## config.mk

```make
export PLATFORM = sky130hd
export DESIGN_NAME = i2c_dual_slave
export DESIGN_NICKNAME = d
export VERILOG_FILES = /design/src/rtl/i2c_dslv_pkg.sv /design/src/rtl/i2c_dslv_linemon.sv /design/src/rtl/i2c_dslv_addr_match.sv /design/src/rtl/i2c_dslv_shift.sv /design/src/rtl/i2c_dual_slave.sv
export SDC_FILE = /design/constraint.sdc
export NUM_CORES = 1
export LEC_CHECK = 0
export CAP_MARGIN = 20
export CORE_AREA = 2 2 49 97
export DETAILED_ROUTE_END_ITERATION = 7
export DIE_AREA = 0 0 51 99
export DONT_BUFFER_PORTS = 1
export SLEW_MARGIN = 10
export SYNTH_ARGS = -nofsm -noshare
export SYNTH_HDL_FRONTEND = slang
export SYNTH_SLANG_ARGS = --single-unit
```

## constraint.sdc

```tcl
create_clock -name clk -period 1.7 [get_ports clk]
set_input_delay 0.17 -clock clk [delete_from_list [all_inputs] [get_ports clk]]
set_output_delay 0.17 -clock clk [all_outputs]
set_load 0.02 [all_outputs]
```

## src/rtl/i2c_dslv_pkg.sv

```systemverilog
package i2c_dslv_pkg;

    typedef enum logic [3:0] {
        ST_IDLE,
        ST_ADDR,
        ST_ADDR_HOLD,
        ST_ADDR_ACK,
        ST_RX_DATA,
        ST_RX_HOLD,
        ST_RX_ACK,
        ST_TX_HOLD,
        ST_TX_DATA,
        ST_TX_ACK
    } slv_state_e;

endpackage

```

## src/rtl/i2c_dslv_linemon.sv

```systemverilog
// Bus condition detector: compares current line levels with the previous sample.
module i2c_dslv_linemon (
    input  logic clk,
    input  logic rst_n,
    input  logic scl_in,
    input  logic sda_in,
    output logic ev_start,
    output logic ev_stop,
    output logic ev_rise,
    output logic ev_fall
);

    logic scl_q;
    logic sda_q;

    always_ff @(posedge clk) begin
        if (!rst_n) begin
            scl_q <= 1'b1;
            sda_q <= 1'b1;
        end else begin
            scl_q <= scl_in;
            sda_q <= sda_in;
        end
    end

    // SDA edges while SCL stays high mark Start and Stop conditions
    assign ev_start = scl_in & scl_q & sda_q & ~sda_in;
    assign ev_stop  = scl_in & scl_q & ~sda_q & sda_in;
    assign ev_rise  = scl_in & ~scl_q;
    assign ev_fall  = ~scl_in & scl_q;

endmodule

```

## src/rtl/i2c_dslv_addr_match.sv

```systemverilog
// Address comparator: a set of enabled own addresses plus the general call.
module i2c_dslv_addr_match #(
    parameter int ADDR_W  = 7,
    parameter int NUM_OWN = 2
) (
    input  logic [ADDR_W-1:0]              rx_addr,
    input  logic [NUM_OWN-1:0][ADDR_W-1:0] own_addr,
    input  logic [NUM_OWN-1:0]             own_en,
    input  logic                           gc_en,
    output logic [NUM_OWN-1:0]             own_hit,
    output logic                           gc_hit,
    output logic                           any_hit
);

    for (genvar g = 0; g < NUM_OWN; g++) begin : g_own
        assign own_hit[g] = own_en[g] && (rx_addr == own_addr[g]);
    end

    assign gc_hit  = gc_en && (rx_addr == '0);
    assign any_hit = (|own_hit) | gc_hit;

endmodule

```

## src/rtl/i2c_dslv_shift.sv

```systemverilog
// Byte shifter with bit counter, used for both receive and transmit.
module i2c_dslv_shift #(
    parameter int DATA_W = 8
) (
    input  logic                             clk,
    input  logic                             rst_n,
    input  logic                             clr,
    input  logic                             load,
    input  logic                             shift_in,
    input  logic                             shift_out,
    input  logic                             sda_bit,
    input  logic [DATA_W-1:0]                load_data,
    output logic [DATA_W-1:0]                sh_q,
    output logic [$clog2(DATA_W+1)-1:0]      cnt_q
);

    localparam int CNT_W = $clog2(DATA_W+1);

    always_ff @(posedge clk) begin
        if (!rst_n) begin
            sh_q  <= '0;
            cnt_q <= '0;
        end else if (clr) begin
            cnt_q <= '0;
        end else if (load) begin
            sh_q  <= load_data;
            cnt_q <= '0;
        end else if (shift_in) begin
            sh_q  <= {sh_q[DATA_W-2:0], sda_bit};
            cnt_q <= cnt_q + CNT_W'(1);
        end else if (shift_out) begin
            sh_q  <= {sh_q[DATA_W-2:0], 1'b0};
            cnt_q <= cnt_q + CNT_W'(1);
        end
    end

endmodule

```

## src/rtl/i2c_dual_slave.sv

```systemverilog
module i2c_dual_slave #(
    parameter int ADDR_W = 7,
    parameter int DATA_W = ADDR_W + 1
) (
    input  logic              clk,
    input  logic              rst_n,
    input  logic              scl_in,
    input  logic              sda_in,
    output logic              scl_drive_low,
    output logic              sda_drive_low,
    input  logic [ADDR_W-1:0] own_addr1,
    input  logic              own_en1,
    input  logic [ADDR_W-1:0] own_addr2,
    input  logic              own_en2,
    input  logic              gc_en,
    input  logic              irq_en,
    input  logic              nm_irq_en,
    input  logic [DATA_W-1:0] buf_wdata,
    input  logic              buf_wr,
    input  logic              buf_rd,
    input  logic              nm_clear,
    output logic [DATA_W-1:0] buf_rdata,
    output logic              match1,
    output logic              match2,
    output logic              gmatch,
    output logic              new_match,
    output logic              xmit,
    output logic              buf_empty,
    output logic              rx_full,
    output logic              irq
);

    import i2c_dslv_pkg::*;

    localparam int NUM_OWN = 2;
    localparam int CNT_W   = $clog2(DATA_W+1);
    localparam logic [CNT_W-1:0] CNT_FULL = CNT_W'(DATA_W);
    localparam logic [CNT_W-1:0] CNT_LAST = CNT_W'(DATA_W-1);

    slv_state_e st_q, st_d;

    logic ev_start, ev_stop, ev_rise, ev_fall;
    logic [DATA_W-1:0] sh_q;
    logic [CNT_W-1:0]  cnt_q;
    logic [NUM_OWN-1:0] own_hit;
    logic gc_hit, any_hit;

    logic match1_q, match2_q, gmatch_q, nm_q, xmit_q, buf_empty_q, rx_full_q;
    logic [DATA_W-1:0] buf_q;

    logic sh_clr, sh_load, sh_in, sh_out;
    logic byte_end, addr_take, rx_take, tx_nack;

    // ---------------- line events ----------------
    i2c_dslv_linemon u_linemon (
        .clk      (clk),
        .rst_n    (rst_n),
        .scl_in   (scl_in),
        .sda_in   (sda_in),
        .ev_start (ev_start),
        .ev_stop  (ev_stop),
        .ev_rise  (ev_rise),
        .ev_fall  (ev_fall)
    );

    // ---------------- shifter ----------------
    i2c_dslv_shift #(.DATA_W(DATA_W)) u_shift (
        .clk       (clk),
        .rst_n     (rst_n),
        .clr       (sh_clr),
        .load      (sh_load),
        .shift_in  (sh_in),
        .shift_out (sh_out),
        .sda_bit   (sda_in),
        .load_data (buf_q),
        .sh_q      (sh_q),
        .cnt_q     (cnt_q)
    );

    // ---------------- address compare ----------------
    i2c_dslv_addr_match #(.ADDR_W(ADDR_W), .NUM_OWN(NUM_OWN)) u_match (
        .rx_addr  (sh_q[DATA_W-1:1]),
        .own_addr ({own_addr2, own_addr1}),
        .own_en   ({own_en2, own_en1}),
        .gc_en    (gc_en),
        .own_hit  (own_hit),
        .gc_hit   (gc_hit),
        .any_hit  (any_hit)
    );

    // ---------------- control strobes ----------------
    assign byte_end  = ev_fall && (cnt_q == CNT_FULL);
    assign addr_take = (st_q == ST_ADDR) && byte_end && any_hit;
    assign rx_take   = (st_q == ST_RX_DATA) && byte_end;
    assign tx_nack   = (st_q == ST_TX_ACK) && ev_rise && sda_in;

    always_comb begin
        sh_clr  = ev_start
                | ((st_q == ST_ADDR_ACK) && ev_fall)
                | ((st_q == ST_RX_ACK) && ev_fall);
        sh_load = (st_q == ST_TX_HOLD) && !buf_empty_q && !ev_start && !ev_stop;
        sh_in   = ev_rise && ((st_q == ST_ADDR) || (st_q == ST_RX_DATA));
        sh_out  = ev_fall && (st_q == ST_TX_DATA);
    end

    // ---------------- state register ----------------
    always_ff @(posedge clk) begin
        if (!rst_n) st_q <= ST_IDLE;
        else        st_q <= st_d;
    end

    // ---------------- next state ----------------
    always_comb begin
        st_d = st_q;
        if (ev_stop) begin
            st_d = ST_IDLE;
        end else if (ev_start) begin
            st_d = ST_ADDR;
        end else begin
            unique case (st_q)
                ST_IDLE:      st_d = ST_IDLE;
                ST_ADDR:      if (byte_end) st_d = any_hit ? ST_ADDR_HOLD : ST_IDLE;
                ST_ADDR_HOLD: if (!nm_q) st_d = ST_ADDR_ACK;
                ST_ADDR_ACK:  if (ev_fall) st_d = xmit_q ? ST_TX_HOLD : ST_RX_DATA;
                ST_RX_DATA:   if (byte_end) st_d = ST_RX_HOLD;
                ST_RX_HOLD:   if (!rx_full_q) st_d = ST_RX_ACK;
                ST_RX_ACK:    if (ev_fall) st_d = ST_RX_DATA;
                ST_TX_HOLD:   if (!buf_empty_q) st_d = ST_TX_DATA;
                ST_TX_DATA:   if (ev_fall && (cnt_q == CNT_LAST)) st_d = ST_TX_ACK;
                ST_TX_ACK: begin
                    if (ev_rise && sda_in) st_d = ST_IDLE;
                    else if (ev_fall)      st_d = ST_TX_HOLD;
                end
                default:      st_d = ST_IDLE;
            endcase
        end
    end

    // ---------------- line drive outputs ----------------
    always_comb begin
        scl_drive_low = 1'b0;
        sda_drive_low = 1'b0;
        unique case (st_q)
            ST_ADDR_HOLD: begin scl_drive_low = 1'b1; sda_drive_low = 1'b1; end
            ST_ADDR_ACK:  sda_drive_low = 1'b1;
            ST_RX_HOLD:   begin scl_drive_low = 1'b1; sda_drive_low = 1'b1; end
            ST_RX_ACK:    sda_drive_low = 1'b1;
            ST_TX_HOLD:   scl_drive_low = 1'b1;
            ST_TX_DATA:   sda_drive_low = ~sh_q[DATA_W-1];
            default: begin
                scl_drive_low = 1'b0;
                sda_drive_low = 1'b0;
            end
        endcase
    end

    // ---------------- flags and buffer ----------------
    always_ff @(posedge clk) begin
        if (!rst_n) begin
            match1_q    <= 1'b0;
            match2_q    <= 1'b0;
            gmatch_q    <= 1'b0;
            nm_q        <= 1'b0;
            xmit_q      <= 1'b0;
            buf_empty_q <= 1'b0;
            rx_full_q   <= 1'b0;
            buf_q       <= '0;
        end else begin
            if (ev_stop) begin
                match1_q    <= 1'b0;
                match2_q    <= 1'b0;
                gmatch_q    <= 1'b0;
                xmit_q      <= 1'b0;
                buf_empty_q <= 1'b0;
            end else if (ev_start) begin
                match1_q <= 1'b0;
                match2_q <= 1'b0;
                gmatch_q <= 1'b0;
                xmit_q   <= 1'b0;
            end
            if (tx_nack) begin
                match1_q <= 1'b0;
                match2_q <= 1'b0;
                gmatch_q <= 1'b0;
                xmit_q   <= 1'b0;
            end
            if (nm_clear) nm_q <= 1'b0;
            if (addr_take) begin
                match1_q <= own_hit[0];
                match2_q <= own_hit[1];
                gmatch_q <= gc_hit;
                nm_q     <= 1'b1;
                xmit_q   <= sh_q[0];
                if (sh_q[0]) buf_empty_q <= 1'b1;
            end
            if (sh_load) buf_empty_q <= 1'b1;
            if (buf_wr) begin
                buf_q       <= buf_wdata;
                buf_empty_q <= 1'b0;
            end
            if (buf_rd) rx_full_q <= 1'b0;
            if (rx_take) begin
                buf_q     <= sh_q;
                rx_full_q <= 1'b1;
            end
        end
    end

    assign match1    = match1_q;
    assign match2    = match2_q;
    assign gmatch    = gmatch_q;
    assign new_match = nm_q;
    assign xmit      = xmit_q;
    assign buf_empty = buf_empty_q;
    assign rx_full   = rx_full_q;
    assign buf_rdata = buf_q;
    assign irq       = nm_q & irq_en & nm_irq_en;

    // ---------------- assertions ----------------
    a_r1_match1_needs_enable: assert property (@(posedge clk) disable iff (!rst_n)
        $rose(match1_q) |-> own_en1);

    a_r2_match2_needs_enable: assert property (@(posedge clk) disable iff (!rst_n)
        $rose(match2_q) |-> own_en2);

    a_r3_gcall_zero_address: assert property (@(posedge clk) disable iff (!rst_n)
        $rose(gmatch_q) |-> gc_en && (sh_q[DATA_W-1:1] == '0));

    a_r4_ack_with_new_match: assert property (@(posedge clk) disable iff (!rst_n)
        $rose(nm_q) |-> sda_drive_low && scl_drive_low);

    a_r5_read_requests_byte: assert property (@(posedge clk) disable iff (!rst_n)
        ($rose(nm_q) && xmit_q) |-> buf_empty_q);

    a_r8_hold_until_read: assert property (@(posedge clk) disable iff (!rst_n)
        ((st_q == ST_RX_HOLD) && rx_full_q && !buf_rd && !ev_start && !ev_stop)
        |=> scl_drive_low && sda_drive_low);

    a_r10_nack_releases: assert property (@(posedge clk) disable iff (!rst_n)
        tx_nack |=> !sda_drive_low && !scl_drive_low && !xmit_q);

    a_r12_stop_idles: assert property (@(posedge clk) disable iff (!rst_n)
        ev_stop |=> !scl_drive_low && !sda_drive_low && !match1_q && !match2_q && !gmatch_q);

endmodule

```

==> results.sh, run 1 <==
export IMPL_status="complete, but fails checks"
export IMPL_violations="negative setup slack"
export IMPL_cp_slowest_cell="or3b_4"
export IMPL_synth_mux_area_fraction=0.08043
export IMPL_worstHoldStart="rst_n"
export IMPL_fp_dieArea_sq_mm=0.005049
export IMPL_nNetsFinal=307
export IMPL_dpl_hpwl_um=4623
export IMPL_clkTransAtPathRegs_ns=0.07
export IMPL_hold_slack_ns=0.01937
export IMPL_synth_top_family_by_area="simple AND/OR/NAND/NOR gates"
export IMPL_synthAdderAreaFrac=0.01183
export IMPL_clk_latency_ns=0.29
export IMPL_cp_arrival_ns=1.58
export IMPL_period_share=1.027
export IMPL_r2r_setup_slack_ns=0.02
export IMPL_start_kind="flip-flop"
export IMPL_ys_seq_elements=33
export IMPL_worstPathRequired_ns=1.53
export IMPL_fin_cells=326
export IMPL_synth_xor_area_frac=0.08220
export IMPL_grt_pass1_vias=1960
export IMPL_gp_congestion=0.9077
export IMPL_hold_depth=2
export IMPL_hold_viol=0
export IMPL_cts_buffer_depth=2
export IMPL_critPathTopFamily="simple AND/OR/NAND/NOR gates"
export IMPL_antenna_found_initial=0
export IMPL_grt_overflow=0
export IMPL_drtPass1Iterations=5
export IMPL_route_detailed_drc=0
export IMPL_synth_ff_type="dfxtp_1"
export IMPL_total_power_w=0.002807
export IMPL_synth_edf_count=0
export IMPL_r2r_cells=8
export IMPL_io_pin_count=52
export IMPL_wl_per_cell_um=18.39
export IMPL_min_period_ns=1.745
export IMPL_portBuffers=0
export IMPL_track_usage=0.2498
export IMPL_ant_nets=0
export IMPL_netlist_area_sq_mm=0.002116
export IMPL_routed_wl_um=5994
export IMPL_timing_final_ws_setup_ns=-0.04522
export IMPL_synth_yosys_seq_area_share=0.3122
export IMPL_avgSynthCellArea_sq_um=8.497
export IMPL_vias_per_cell=5.920
export IMPL_rows=34
export IMPL_cts_tree="built"
export IMPL_synth_warnings=0
export IMPL_power_density_mw_per_mm2=1098
export IMPL_rsz0062_at_grt="true"
export IMPL_worstReg2RegEnd="st_q[1]"
export IMPL_vias=1930
export IMPL_slew_viol_final=0
export IMPL_drt_iter0_drc=36
export IMPL_num_antenna_cells=0
export IMPL_cpPeakStageDelay_ns=0.37
export IMPL_tightestPinTransition_ns=0.3655
export IMPL_yosys_area_share_simple=0.2336
export IMPL_die_y_um=99
export IMPL_drive_above_1_share=0.2684
export IMPL_async_reset_ff_frac=0
export IMPL_synthCells=249
export IMPL_power_leakage_nw=1.004
export IMPL_cts_sinks=33
export IMPL_max_vdd_ir_drop_mv=0.7733
export IMPL_critPathKind="reg -> out"
export IMPL_grt_max_degree=20
export IMPL_max_slew_margin=0.7560
export IMPL_dp_cells=312
export IMPL_regToRegStartpoint="st_q[2]"
export IMPL_hold_path_class="in -> reg"
export IMPL_cts_inserted_buffers=5
export IMPL_synthDistinctLibCells=54
export IMPL_worstSetupEndpointType="output pin"
export IMPL_crit_fanout=7
export IMPL_syn_num_nets=285
export IMPL_coreArea_sq_mm=0.004297
export IMPL_htreeDepth=2
export IMPL_root_buffer="clkbuf_8"
export IMPL_worst_path_buf_inv=2
export IMPL_setup_viol=1
export IMPL_max_freq_ghz=0.5730
export IMPL_hold_end="u_shift.sh_q[1]"
export IMPL_grt_pass1_wl_um=9342
export IMPL_dp_slack_ns=0.03930
export IMPL_die_width_um=51
export IMPL_drv_cap=0
export IMPL_area_growth_pct=20.88
export IMPL_clock_skew_ns=0.007635
export IMPL_crit_path_cell_trace="buf_12 -> or3b_4 -> o21a_1 -> o22ai_1 -> buf_4"
export IMPL_synth_compound_area_frac=0.2129
export IMPL_initial_core_util=0.4924
==> final cells by class <==
type	count	area (sq um)
multi-input cells	189	1366
clock buffers	7	86.33
clock inverters	1	30.03
well taps	54	67.56
repair buffers	36	315.3
inverters	6	22.52
flip-flops and latches	33	669.4
fillers	424	1739
==> worst max path at each step <==
| stage | startpoint | to | slack, ns | depth (start not counted) |
|---|---|---|---|---|
| 2_1_floorplan | st_q[2] | sda_drive_low | 0.20 | 4 |
| 3_3_place_gp | st_q[0] | st_q[0] | 0.06 | 7 |
| 3_5_place_dp | st_q[0] | st_q[0] | 0.04 | 7 |
| 4_1_cts | st_q[2] | sda_drive_low | -0.07 | 5 |
| 5_1_grt | st_q[2] | sda_drive_low | -0.08 | 5 |
| 6_report | st_q[2] | sda_drive_low | -0.05 | 5 |
==> worst register-to-register path, stage by stage, from the launching register on <==
cell	delay [ns]
dfxtp_4	0.35
buf_4	0.13
xor2_2	0.15
buf_4	0.15
nor2b_4	0.13
o2bb2ai_2	0.16
o311a_4	0.25
mux2i_1	0.19
nor2_1	0.05
==> kinds of logic (layout without fill, tap and decap cells) <==
logic type | after synthesis | after routing
adder cells (fa/ha/maj) | 2 | 2
buffers and inverters | 27 | 50
flip-flops | 33 | 33
XOR/XNOR | 19 | 19
AO/OA/AOI/OAI | 61 | 61
multiplexers | 17 | 17
AND/OR/NAND/NOR | 90 | 90
==> synthesized netlist by cell type, drive strengths merged (6+ instances only) <==
library cell,instances,area share
a211oi,9,0.053
a21oi,16,0.041
a31oi,7,0.021
buf,12,0.038
clkbuf,9,0.018
dfxtp,33,0.31
inv,6,0.011
mux2i,17,0.080
nand2,15,0.028
nand2b,10,0.030
nand3,7,0.019
nor2,28,0.051
o21ai,13,0.031
xnor2,10,0.041
xor2,9,0.041
==> power by group <==
| group | internal (W) | switching [W] |
|---|---|---|
| sequential | 0.000829 | 0.0000838 |
| clock | 0.000478 | 0.000295 |
| combinational | 0.000550 | 0.000571 |
| total | 0.00186 | 0.000950 |
==> per-stage QoR <==
step	setup TNS, ns	area (sq um)	util
floorplan	0	2116	-
global placement	0	2340	0.5446
detailed placement	0	2340	0.5446
CTS	-0.06703	2511	0.5845
global route	-0.2528	2557	0.5952
finish	-0.04522	2557	0.5952
==> state kept, by name, indices dropped and copies added, names as in the netlist <==
| name | flops |
|---|---|
| buf_rdata | 8 |
| u_shift.sh_q | 8 |
| st_q | 4 |
| u_shift.cnt_q | 4 |
| buf_empty | 1 |
| gmatch | 1 |
| match1 | 1 |
| match2 | 1 |
| new_match | 1 |
| rx_full | 1 |
| u_linemon.scl_q | 1 |
| u_linemon.sda_q | 1 |
| xmit | 1 |
==> per-layer routing <==
metal | wire (um) | GRT usage | vias to the layer above
li1 | - | - | 933
met1 | 1952 | 0.2179 | 906
met2 | 3513 | 0.4885 | 66
met3 | 164 | 0.04242 | 25
met4 | 363 | 0.1538 | 0
met5 | 0 | 0 | -
==> layout by cell type (no fill, tap or decap), drive strengths merged, types with 2 or more instances in the layout <==
master / n
dfxtp: 33
buf: 33
nor2: 28
mux2i: 17
a21oi: 16
nand2: 15
o21ai: 13
nand2b: 10
xnor2: 10
a211oi: 9
xor2: 9
a31oi: 7
clkbuf: 7
nand3: 7
inv: 6
nand4: 5
nand4b: 4
nor4: 4
dlygate4sd3: 3
o21a: 2
o22ai: 2
and3: 2
a22oi: 2
a41o: 2
nand3b: 2
ha: 2
nor2b: 2
and2b: 2
==> repair_timing <==
item | 4_1_cts | 5_1_grt
pin swaps | 2 | 5
hold buffers | 3 | 0
gates cloned | 0 | 0
hold endpoints to repair | 2 | 0
gates resized for setup | 6 | 13
buffers inserted | 4 | 0
endpoints found under the setup margin | 1 | 19
Note: power is estimated with default switching activity, not from simulation.
==> run 2: changes to the inputs <==
--- a/config.mk
+++ b/config.mk
@@ -5,11 +5,12 @@
 export SDC_FILE = /design/constraint.sdc
 export NUM_CORES = 1
 export LEC_CHECK = 0
+export BUFFER_PORTS_ARGS = -buffer_cell sky130_fd_sc_hd__buf_2
 export CAP_MARGIN = 20
-export CORE_AREA = 2 2 49 97
+export CORE_AREA = 2 2 81 60
 export DETAILED_ROUTE_END_ITERATION = 7
-export DIE_AREA = 0 0 51 99
-export DONT_BUFFER_PORTS = 1
+export DIE_AREA = 0 0 83 62
+export PLACE_DENSITY = 0.74
 export SLEW_MARGIN = 10
 export SYNTH_ARGS = -nofsm -noshare
 export SYNTH_HDL_FRONTEND = slang
==> constraint.sdc (replaced) <==
create_clock -name clk -period 1.77 [get_ports clk]
set_input_delay 0.177 -clock clk [delete_from_list [all_inputs] [get_ports clk]]
set_output_delay 0.177 -clock clk [all_outputs]
set_load 0.02 [all_outputs]
==> results.sh, run 2 (same netlist as run 1, synthesis figures left out) <==
export IMPL_rsz0062_at_grt="true"
export IMPL_wl_per_cell_um=15.07
export IMPL_crit_fanout=6
export IMPL_pwr_share_clk=0.261
export IMPL_dp_slack_ns=0.07948
export IMPL_cp_slowest_cell="dfxtp_1"
export IMPL_clk_latency_ns=0.29
export IMPL_setup_tns_ns=0
export IMPL_io_pin_count=52
export IMPL_swShare=0.3524
export IMPL_power_leakage_nw=1.145
export IMPL_clkTransAtPathRegs_ns=0.07
export IMPL_die_width_um=83
export IMPL_root_buffer="clkbuf_8"
export IMPL_die_y_um=62
export IMPL_crit_path_cell_trace="xor2_1 -> nor4_1 -> nand4_1 -> nand2_1 -> nand2_2 -> a41o_1"
export IMPL_vias=2040
export IMPL_grt_max_degree=20
export IMPL_start_kind="flip-flop"
export IMPL_seqPwrFrac=0.354
export IMPL_drv_cap=0
export IMPL_routed_wl_um=5486
export IMPL_portBuffers=51
export IMPL_total_power_w=0.002450
export IMPL_clock_skew_ns=0.008060
export IMPL_track_usage=0.2241
export IMPL_final_cell_mix="buf_2, dfxtp_1, nor2_1"
export IMPL_cts_inserted_buffers=5
export IMPL_rows=21
export IMPL_period_share=0.9653
export IMPL_hold_viol=0
export IMPL_ant_nets=0
export IMPL_initial_core_util=0.4709
export IMPL_fp_dieArea_sq_mm=0.005146
export IMPL_worstPathRequired_ns=1.95
export IMPL_drtPass1Iterations=4
export IMPL_nNetsFinal=342
export IMPL_cts_buffer_depth=2
export IMPL_post_route_util=0.5801
export IMPL_gp_congestion=0.8895
export IMPL_cp_arrival_ns=1.89
export IMPL_hold_path_class="in -> reg"
export IMPL_cts_tree="built"
export IMPL_grt_overflow=0
export IMPL_power_density_mw_per_mm2=940.1
export IMPL_max_vdd_ir_drop_mv=0.5581
export IMPL_grt_pass1_vias=1783
export IMPL_p_switching_w=0.0008634
export IMPL_vias_per_cell=5.604
export IMPL_cts_hold_buffers=0
export IMPL_num_antenna_cells=0
export IMPL_internal_power_w=0.001587
export IMPL_worstSetupEndpointType="flip-flop"
export IMPL_setup_viol=0
export IMPL_area_growth_pct=23.18
export IMPL_min_period_ns=1.709
export IMPL_route_detailed_drc=0
export IMPL_hold_slack_ns=0.1353
export IMPL_slew_viol_final=0
export IMPL_coreArea_sq_mm=0.004493
export IMPL_max_freq_ghz=0.5853
export IMPL_drive_above_1_share=0.3322
export IMPL_final_common_cell="buf_2"
export IMPL_grt_pass1_wl_um=8894
export IMPL_max_slew_margin=0.7362
export IMPL_critPathKind="reg -> reg"
export IMPL_drt_iter0_drc=129
export IMPL_tightestPinTransition_ns=0.3953
export IMPL_dpl_hpwl_um=4121
export IMPL_cpPeakStageDelay_ns=0.51
export IMPL_p_comb_frac=0.386
export IMPL_cts_sinks=33
export IMPL_antenna_found_initial=0
export IMPL_htreeDepth=2
export IMPL_status="finished, final reports clean"
export IMPL_timing_final_ws_setup_ns=0.06138
-- run 2: timing repair --
| item | CTS | global route |
|---|---|---|
| endpoints found under the setup margin | 1 | 13 |
| setup buffers | 0 | 2 |
| gates resized for setup | 3 | 5 |
-- run 2: cell type report --
type                            instances  area (sq um)
Sequential cell                        33         669.4
Tap cell                               57         71.32
Inverter                                6         22.52
Clock inverter                          1         5.005
Multi-Input combinational cell        189          1316
Timing Repair Buffer                   71         425.4
Fill cell                             430          1887
Clock buffer                            7         96.34
-- run 2: worst paths after layout --
| path | startpoint | to | slack, ns | depth (start not counted) |
|---|---|---|---|---|
| setup / recovery | u_shift.sh_q[7] | gmatch | 0.06 | 6 |
| hold / removal | buf_rd | rx_full | 0.14 | 3 |
| setup reg to reg | u_shift.sh_q[7] | gmatch | 0.06 | 6 |
| hold reg to reg | rx_full | rx_full | 0.50 | 2 |
-- run 2: power groups by stage --
stage,clock [W],sequential [W],combinational (W)
2_1_floorplan,0,0.000840,0.000648
3_3_place_gp,0,0.000872,0.000914
3_5_place_dp,0,0.000874,0.000921
4_1_cts,0.000646,0.000858,0.000926
5_1_grt,0.000685,0.000873,0.00104
6_report,0.000639,0.000866,0.000945
-- run 2: metrics by stage --
step / cell area [sq um] / instances
6_report: 2606 / 364
5_1_grt: 2606 / 364
4_1_cts: 2577 / 362
3_5_place_dp: 2471 / 354
3_3_place_gp: 2471 / 354
2_1_floorplan: 2116 / 249
-- run 2: worst max-delay path: cells and delay by family (launching register included) --
| family | cells | cell delay (ns) |
|---|---|---|
| DFF | 1 | 0.51 |
| xor gates and xnor gates | 1 | 0.11 |
| AOI/OAI and AO/OA | 1 | 0.26 |
| and+or+nand+nor | 4 | 0.72 |
-- run 2: per-layer routing --
metal,vias to the layer above,share of wire,global-route usage
met3,5,0.050,0.06077
li1,1002,-,-
met1,983,0.50,0.3115
met2,50,0.44,0.3525
met4,0,0.0080,0.05621
met5,-,0,0
